--- config.mk ---
export PLATFORM = sky130hd
export DESIGN_NAME = lcdWaveSeq
export DESIGN_NICKNAME = d
export VERILOG_FILES = /design/src/rtl/lcdSeqPkg.sv /design/src/rtl/lcdPhaseCtl.sv /design/src/rtl/lcdLevelPath.sv /design/src/rtl/lcdWaveSeq.sv
export SDC_FILE = /design/constraint.sdc
export NUM_CORES = 1
export LEC_CHECK = 0
export BUFFER_PORTS_ARGS = -buffer_cell sky130_fd_sc_hd__buf_2
export CAP_MARGIN = 40
export CORE_AREA = 5 5 89 91
export CTS_CLUSTER_DIAMETER = 30
export DETAILED_ROUTE_END_ITERATION = 8
export DIE_AREA = 0 0 94 96
export PLACE_DENSITY = 0.74
export SYNTH_ARGS = -nofsm -noshare
export SYNTH_HDL_FRONTEND = slang
export SYNTH_SLANG_ARGS = --single-unit
--- constraint.sdc ---
create_clock -name clk -period 2.25 [get_ports clk]
set_input_delay 0.1125 -clock clk [delete_from_list [all_inputs] [get_ports clk]]
set_output_delay 0.1125 -clock clk [all_outputs]
set_load 0.01 [all_outputs]
--- src/rtl/lcdSeqPkg.sv ---
package lcdSeqPkg;
  localparam int LVL_W   = 3;
  localparam int NUM_COM = 4;

  typedef enum logic [1:0] {
    MODE_STATIC = 2'd0,
    MODE_MUX2   = 2'd1,
    MODE_MUX3   = 2'd2,
    MODE_MUX4   = 2'd3
  } lcdMode_e;

  localparam logic [LVL_W-1:0] LVL_V1 = 3'd0;
  localparam logic [LVL_W-1:0] LVL_V2 = 3'd1;
  localparam logic [LVL_W-1:0] LVL_V3 = 3'd2;
  localparam logic [LVL_W-1:0] LVL_V4 = 3'd3;
  localparam logic [LVL_W-1:0] LVL_V5 = 3'd4;

  // strobes from the phase control to the level datapath
  typedef struct packed {
    logic     drive;
    logic     blank;
    lcdMode_e mode;
    logic [1:0] comIdx;
    logic     pol;
  } phaseCtl_t;

  // highest active common index for a mode
  function automatic logic [1:0] lastCom(input lcdMode_e m);
    return 2'(m);
  endfunction
endpackage

--- src/rtl/lcdPhaseCtl.sv ---
module lcdPhaseCtl
  import lcdSeqPkg::*;
(
  input  logic       clk,
  input  logic       rstN,
  input  logic       lcdTick,
  input  logic [7:0] ctrlReg,
  output phaseCtl_t  ctl
);
  lcdMode_e   modeQ;
  lcdMode_e   modeIn;
  logic [1:0] comIdx;
  logic       pol;
  logic       restart;

  assign modeIn  = lcdMode_e'(ctrlReg[4:3]);
  assign restart = !ctrlReg[0] || (modeIn != modeQ);

  always_ff @(posedge clk or negedge rstN) begin
    if (!rstN) begin
      modeQ  <= MODE_STATIC;
      comIdx <= 2'd0;
      pol    <= 1'b0;
    end else begin
      modeQ <= modeIn;
      if (restart) begin
        comIdx <= 2'd0;
        pol    <= 1'b0;
      end else if (lcdTick) begin
        pol <= ~pol;
        if (pol) begin
          comIdx <= (comIdx == lastCom(modeQ)) ? 2'd0 : comIdx + 2'd1;
        end
      end
    end
  end

  always_comb begin
    ctl.drive  = ctrlReg[0];
    ctl.blank  = !ctrlReg[2];
    ctl.mode   = modeQ;
    ctl.comIdx = comIdx;
    ctl.pol    = pol;
  end

  // each tick flips the polarity
  a_r2_pol_flip: assert property (@(posedge clk) disable iff (!rstN)
    (lcdTick && !restart) |=> (pol != $past(pol)));

  // the common index only moves when polarity falls
  a_r2_com_hold: assert property (@(posedge clk) disable iff (!rstN)
    (!restart && !(lcdTick && pol)) |=> (comIdx == $past(comIdx)));

  // a mode change or drive off restarts the phase
  a_r7_restart: assert property (@(posedge clk) disable iff (!rstN)
    restart |=> (comIdx == 2'd0 && !pol));

  // the index stays inside the active commons
  a_r1_com_range: assert property (@(posedge clk) disable iff (!rstN)
    comIdx <= lastCom(modeQ));
endmodule

--- src/rtl/lcdLevelPath.sv ---
module lcdLevelPath
  import lcdSeqPkg::*;
#(
  parameter int NUM_BYTES = 15
) (
  input  logic                            clk,
  input  logic                            rstN,
  input  phaseCtl_t                       ctl,
  input  logic [NUM_BYTES*8-1:0]          dispBytes,
  output logic [NUM_COM*LVL_W-1:0]        comLvl,
  output logic [2*NUM_BYTES*LVL_W-1:0]    segLvl
);
  localparam int NUM_SEG = 2 * NUM_BYTES;

  logic [LVL_W-1:0] lvlComOn;
  logic [LVL_W-1:0] lvlComIdle;
  logic [LVL_W-1:0] lvlSegOn;
  logic [LVL_W-1:0] lvlSegOff;

  always_comb begin
    lvlComOn = ctl.pol ? LVL_V5 : LVL_V1;
    lvlSegOn = ctl.pol ? LVL_V1 : LVL_V5;
    if (ctl.mode == MODE_MUX2) begin
      lvlComIdle = LVL_V3;
    end else begin
      lvlComIdle = ctl.pol ? LVL_V2 : LVL_V4;
    end
    if (ctl.mode == MODE_STATIC || ctl.mode == MODE_MUX2) begin
      lvlSegOff = lvlComOn;
    end else begin
      lvlSegOff = ctl.pol ? LVL_V4 : LVL_V2;
    end
  end

  for (genvar j = 0; j < NUM_COM; j++) begin : g_com
    always_comb begin
      if (!ctl.drive || (2'(j) > lastCom(ctl.mode))) begin
        comLvl[j*LVL_W +: LVL_W] = LVL_V5;
      end else if (2'(j) == ctl.comIdx) begin
        comLvl[j*LVL_W +: LVL_W] = lvlComOn;
      end else begin
        comLvl[j*LVL_W +: LVL_W] = lvlComIdle;
      end
    end
  end

  for (genvar s = 0; s < NUM_SEG; s++) begin : g_seg
    localparam int BIT_BASE = (s / 2) * 8 + (s % 2) * 4;
    logic segOn;
    assign segOn = dispBytes[BIT_BASE + int'(ctl.comIdx)] & !ctl.blank;
    always_comb begin
      if (!ctl.drive) begin
        segLvl[s*LVL_W +: LVL_W] = LVL_V5;
      end else begin
        segLvl[s*LVL_W +: LVL_W] = segOn ? lvlSegOn : lvlSegOff;
      end
    end
  end

  // the active common always carries the full-swing level
  a_r4_active_com: assert property (@(posedge clk) disable iff (!rstN)
    ctl.drive |-> (comLvl[ctl.comIdx*LVL_W +: LVL_W] == (ctl.pol ? LVL_V5 : LVL_V1)));

  // a blanked segment never shows the selected level
  a_r6_blank_nonsel: assert property (@(posedge clk) disable iff (!rstN)
    (ctl.drive && ctl.blank) |-> (segLvl[LVL_W-1:0] != (ctl.pol ? LVL_V1 : LVL_V5)));
endmodule

--- src/rtl/lcdWaveSeq.sv ---
module lcdWaveSeq
  import lcdSeqPkg::*;
#(
  parameter int NUM_BYTES = 15
) (
  input  logic                          clk,
  input  logic                          rstN,
  input  logic                          lcdTick,
  input  logic [7:0]                    ctrlReg,
  input  logic [NUM_BYTES*8-1:0]        dispBytes,
  output logic [NUM_COM*LVL_W-1:0]      comLvl,
  output logic [2*NUM_BYTES*LVL_W-1:0]  segLvl,
  output logic [1:0]                    phaseCom,
  output logic                          phasePol
);
  localparam int NUM_SEG = 2 * NUM_BYTES;

  phaseCtl_t ctl;

  lcdPhaseCtl u_ctl (
    .clk     (clk),
    .rstN    (rstN),
    .lcdTick (lcdTick),
    .ctrlReg (ctrlReg),
    .ctl     (ctl)
  );

  lcdLevelPath #(.NUM_BYTES(NUM_BYTES)) u_path (
    .clk       (clk),
    .rstN      (rstN),
    .ctl       (ctl),
    .dispBytes (dispBytes),
    .comLvl    (comLvl),
    .segLvl    (segLvl)
  );

  assign phaseCom = ctl.comIdx;
  assign phasePol = ctl.pol;

  // drive off puts every line at V5
  a_r5_off_low: assert property (@(posedge clk) disable iff (!rstN)
    !ctrlReg[0] |-> (comLvl == {NUM_COM{LVL_V5}} && segLvl == {NUM_SEG{LVL_V5}}));
endmodule

Word level (Yosys, flattened, before mapping)

Cells that the tools add are included.

Register bits after elaboration: 5
Output and inout bits: 105
Logic and storage cells: 285

Add/subtract/negate cells: 30
Order comparisons: 34
Equality and inequality tests: 6
Multiplexer cells: 169
Bitwise logic cells: 31
Reduce and logical (&&, ||, !) cells: 12

Operator list:

| kind                                                                           | number |
|---|---|
| 32-bit by 9-bit less-than comparator with 1-bit output (second input constant) | 29 |
| 3-bit 2-to-1 mux                                                               | 72 |
| 1-bit binary-select mux with 7-bit select                                      | 29 |
| 7-bit by 2-bit adder with 8-bit output (first input constant)                  | 14 |
| 1-bit 2-to-1 mux                                                               | 61 |
| 6-bit by 2-bit adder with 7-bit output (first input constant)                  | 8 |
| 1-bit bitwise AND                                                              | 30 |
| 5-bit by 2-bit adder with 6-bit output (first input constant)                  | 4 |
| 2-bit 2-to-1 mux                                                               | 6 |
| 4-bit by 2-bit adder with 5-bit output (first input constant)                  | 2 |
| 2-bit by 8-bit less-than comparator with 1-bit output (second input constant)  | 1 |
| 1-bit logical OR                                                               | 6 |
| 3-bit by 2-bit adder with 4-bit output (first input constant)                  | 1 |
| 2-bit equality test (first input constant)                                     | 2 |
| 1-bit by 2-bit > comparator with 1-bit output (first input constant)           | 2 |
| 2-bit > comparator (first input constant)                                      | 2 |
| 2-bit zero test                                                                | 2 |
| 2-bit nonzero test                                                             | 2 |
| 2-bit by 1-bit adder with 2-bit output (second input constant)                 | 1 |
| 1-bit binary-select mux with 2-bit select                                      | 1 |
| 1-bit by 2-bit equality test with 1-bit output (first input constant)          | 1 |
| 2-bit by 1-bit equality test with 1-bit output (second input constant)         | 1 |
| 2-bit equality test                                                            | 1 |
| 2-bit inequality test                                                          | 1 |
| other kinds (3)                                                                | 3 |

Depth between registers and ports, before layout

Word-level depth: 7
Gate-level depth with buffers: 6
Mapped depth without buffers: 4

By module

A second synthesis with hierarchy kept.

Cell total of the unflattened synthesis: 259
Area, all modules: 2109.5 µm²

By module, submodules not included:

| module       | times used | cells each | area an instance (µm²) |
|---|---|---|---|
| lcdLevelPath | 1          | 234        | 1853.0 |
| lcdPhaseCtl  | 1          | 25         | 256.5 |

Least setup slack after synthesis

OpenSTA, ideal clock, no wires.

Path type: reg2reg
From: register u_ctl.comIdx[1]
To: register u_ctl.comIdx[1]
Data arrival time: 1363 ps
Slack: 783 ps
Stages on the path, launching flop included: 7
Clock period less this slack: 1467 ps
Path through: dfrtp_1 -> buf_6 -> buf_8 -> inv_1 -> ha_1 -> o31ai_1 -> a221oi_1

Cells in the longest elaborated chain, start to end: 5
Elaborated cells between the ends (all ways): 6
Those cells by class: add/sub: 1; eq/ne: 1; mux: 4

RTL lines:

| what                                                                          | RTL line          | text |
|---|---|---|
| from (decl)                                                                   | lcdPhaseCtl.sv:12 | `logic [1:0] comIdx;` |
| from (signal assigned)                                                        | lcdPhaseCtl.sv:32 | `comIdx <= (comIdx == lastCom(modeQ)) ? 2'd0 : comIdx + 2'd1;` |
| 2-bit by 1-bit adder with 2-bit output or 2-bit equality test (tied branches) | lcdPhaseCtl.sv:32 |  |
| 2-bit 2-to-1 mux (*)                                                          | lcdPhaseCtl.sv:32 |  |
| 2-bit 2-to-1 mux (*)                                                          | lcdPhaseCtl.sv:31 | `if (pol) begin` |
| 2-bit 2-to-1 mux (*)                                                          | lcdPhaseCtl.sv:29 | `end else if (lcdTick) begin` |
| 2-bit 2-to-1 mux (*)                                                          | lcdPhaseCtl.sv:26 | `if (restart) begin` |

Every way passes the cells marked *; elsewhere a longest branch is shown, timed or not. The select of a mux whose other input is x is not followed.
A chain may end at the register's enable or synchronous reset.

Worst setup path after layout

From: register u_ctl.comIdx[0]
To: output segLvl[86]

Cells in the longest elaborated chain, start to end: 7

RTL lines:

| what                                                | RTL line           | text |
|---|---|---|
| 7-bit by 2-bit adder with 8-bit output              | lcdLevelPath.sv:50 | `assign segOn = dispBytes[BIT_BASE + int'(ctl.comIdx)] & !ctl.blank;` |
| 1-bit binary-select mux with 7-bit select           | lcdLevelPath.sv:50 |  |
| 1-bit 2-to-1 mux (implied by the code) (2 in a row) | lcdLevelPath.sv:50 |  |
| 1-bit bitwise AND                                   | lcdLevelPath.sv:50 |  |
| 3-bit 2-to-1 mux                                    | lcdLevelPath.sv:55 | `segLvl[s*LVL_W +: LVL_W] = segOn ? lvlSegOn : lvlSegOff;` |
| 3-bit 2-to-1 mux                                    | lcdLevelPath.sv:52 | `if (!ctl.drive) begin` |
| to (decl)                                           | lcdWaveSeq.sv:12   | `output logic [2*NUM_BYTES*LVL_W-1:0] segLvl,` |

No other way between the ends. The select of a mux whose other input is x is not followed.

==> run_results.csv <==
group,metric,value,unit
synth,avgSynthCellArea,8.31,um2
placement,dp.cells,573,
synth,syn-num-nets,395,
run,cap_viol_max_count,0,
power_and_ir_drop,finalPower,0.000760,W
synth,synthTopCellsByArea,"mux2i_1 (42%), o22ai_2 (17%), nor2_1 (11%)",
placement,dp_hpwl,7.70,mm
setup_path,timing.setup.critical_path_class,"register to output port",
die,row_count,31,
clocking,cts_max_level,1,
synth,synth_common_cells,"mux2i_1 (90), nor2_1 (64), o22ai_2 (30)",
timing,slew_headroom,62.6,%
die,ios,236,
synth,ys.flop_type,"dfrtp_1",
clocking,clk_pin_slew,40,ps
final_layout,syn_to_final_growth,56.7,%
synth,synth.top_cell.area_share,41.7,%
synth,synth_edf_count,0,
outcome,status,"finished clean",
setup_path,end_kind,"output port",
clocking,ctsResizeCount,0,
route,viasPerCell,4.85,
route,wire_per_inst,16.5,um
timing,fin_crit,2140,ps
setup_path,cp_max_fo,17,
setup_path,cp-start-kind,"register",
synth,netlist_area,2160,um2
final_layout,antenna_cells,0,
die,die_x,94,um
timing,final-setup-viol-count,0,
die,start_util,30.6,%
timing,rsz0062_at_grt,"no",
global_routing,grt.overflow.total,0,
power_and_ir_drop,p_leak,1.70,nW
global_routing,grt_usage,18.8,%
placement,routabilityCongestion,0.840,
route,vias,2803,
placement,numPortBuffers,231,
global_routing,grt_max_degree,31,
clocking,cts_max_path_buffers,2,
timing,fmax,467,MHz
global_routing,grt_pass1_wl,13.8,mm
timing,finalWorstSetupSlack,109,ps
route,routed_wl,9.51,mm
synth,async_flop_share,100,%
timing,tns,0,ps
clocking,cts.sinks,5,
timing,tightest_slew,558,ps
die,die_h,96,um
route,drt_pass1_iterations,4,
power_and_ir_drop,ir_drop,0.378,mV
timing,hold_viol,0,
setup_path,worstPathRequired,2140,ps
timing,skew,2.30,ps
timing,slew_violations,0,
route,drc,0,
synth,yosys.area.top_type,"mux2i_1",
clocking,postCtsSetupBuffers,0,
clocking,cts_tree,"yes",
global_routing,grt_pass1_vias,2741,
clocking,cts_buffers,3,
setup_path,arrival,2030,ps
route,first_iter_violations,103,
final_layout,layoutNonFillerInstCount,578,
hold_path,hp-class,"input port to register",
die,coreArea,7060,um2
power_and_ir_drop,power-per-cell-area,224,nW/um2
clocking,clock_latency,220,ps
final_layout,final_util,48.0,%
global_routing,antenna_found_initial,0,
synth,synth_cell_types,30,
route,detail-route-antenna-nets,0,
placement,place_ws,351,ps
final_layout,drive_above_1_share,59.1,%
synth,synthMostInstantiatedCell,"mux2i_1",
synth,synth-seq-cells,5,
clocking,ctsRootBufferMaster,"clkbuf_8",
synth,syn-instance-count,260,
final_layout,layout.nets,615,
die,die-area,9020,um2
timing,period_share,95.2,%
synth,yosysSeqAreaShare,5.79,%
synth,yosys_warnings,0,
per-layer routing:
metal / GRT usage, % / routed length (um) / vias up
met2: 34.8 / 4890 / 131
met3: 3.13 / 749 / 10
met4: 2.05 / 80 / 0
met5: 0 / 0 / -
li1: - / - / 1362
met1: 23.5 / 3790 / 1300
registers in the layout, indices dropped and copies added (netlist names):
register and cells:
u_ctl.comIdx 2, u_ctl.modeQ 2, u_ctl.pol 1
placed cells by master (no fill, tap or decap), drive strengths merged, types with 2 or more instances in the layout:
cell type,netlist,routed
ha,4,4
buf,21,245
mux2i,90,90
nor2,64,64
nand2b,2,2
nor3,2,2
o22ai,30,30
o21ai,2,2
and2,2,2
dfrtp,5,5
a21o,3,3
inv,3,3
xor2,2,2
nand3,3,3
xnor2,3,3
a21oi,3,3
clkbuf,10,4
nand2,5,5
worst paths after layout:
| kind | startpoint | end | slack, ps | cells past startpoint |
|---|---|---|---|---|
| min in group asynchronous | rstN | u_ctl.comIdx[1] | 230 | 2 |
| setup / recovery | u_ctl.comIdx[0] | segLvl[86] | 110 | 5 |
| max in group asynchronous | rstN | u_ctl.comIdx[1] | 1880 | 2 |
| setup reg to reg | u_ctl.comIdx[1] | u_ctl.comIdx[1] | 770 | 4 |
| hold / removal | ctrlReg[4] | u_ctl.modeQ[1] | 30 | 1 |
| hold reg to reg | u_ctl.modeQ[0] | u_ctl.comIdx[0] | 770 | 2 |
report_power, final:
part / switching, W / total [W] / internal, W
clock network: 0.0000394 / 0.000161 / 0.000121
logic: 0.000255 / 0.000497 / 0.000243
registers: 0.00000884 / 0.000102 / 0.0000933
what timing repair did:
item | 4_1_cts | 5_1_grt
hold buffers | 1 | 0
endpoints found under the hold margin | 5 | 0
endpoints found under the setup margin | 0 | 0
final cells by class:
type / instances / area [um2]
Fill cell: 713 / 3670
Multi-Input combinational cell: 221 / 1780
Timing Repair Buffer: 246 / 1300
Sequential cell: 5 / 129
Tap cell: 99 / 124
Clock buffer: 4 / 45.0
Inverter: 3 / 11.3
metrics by stage:
stage / instance area, um2 / hold WS, ps
after global placement: 3330 / -72.3
after global routing: 3390 / 22.9
after detailed placement: 3330 / -68.8
final: 3390 / 27.6
after floorplan: 2160 / -183
after CTS: 3390 / 23.6
worst max-delay path: stages, from the launching register on:
cell     delay (ps)
dfrtp_1         500
nand2_2         400
buf_4           340
o22ai_2         190
mux2i_1         230
buf_2           150
logic make-up after synthesis:
kind of cell | Yosys count | synth area share (%)
adder cells (fa/ha/maj) | 4 | 2.32
XOR/XNOR | 5 | 2.03
flip-flops | 5 | 5.79
AND/OR/NAND/NOR | 79 | 14.6
multiplexers | 90 | 41.7
AO/OA/AOI/OAI | 43 | 21.4
buffers and inverters | 34 | 12.2
Power figures use the tool's default switching activity.
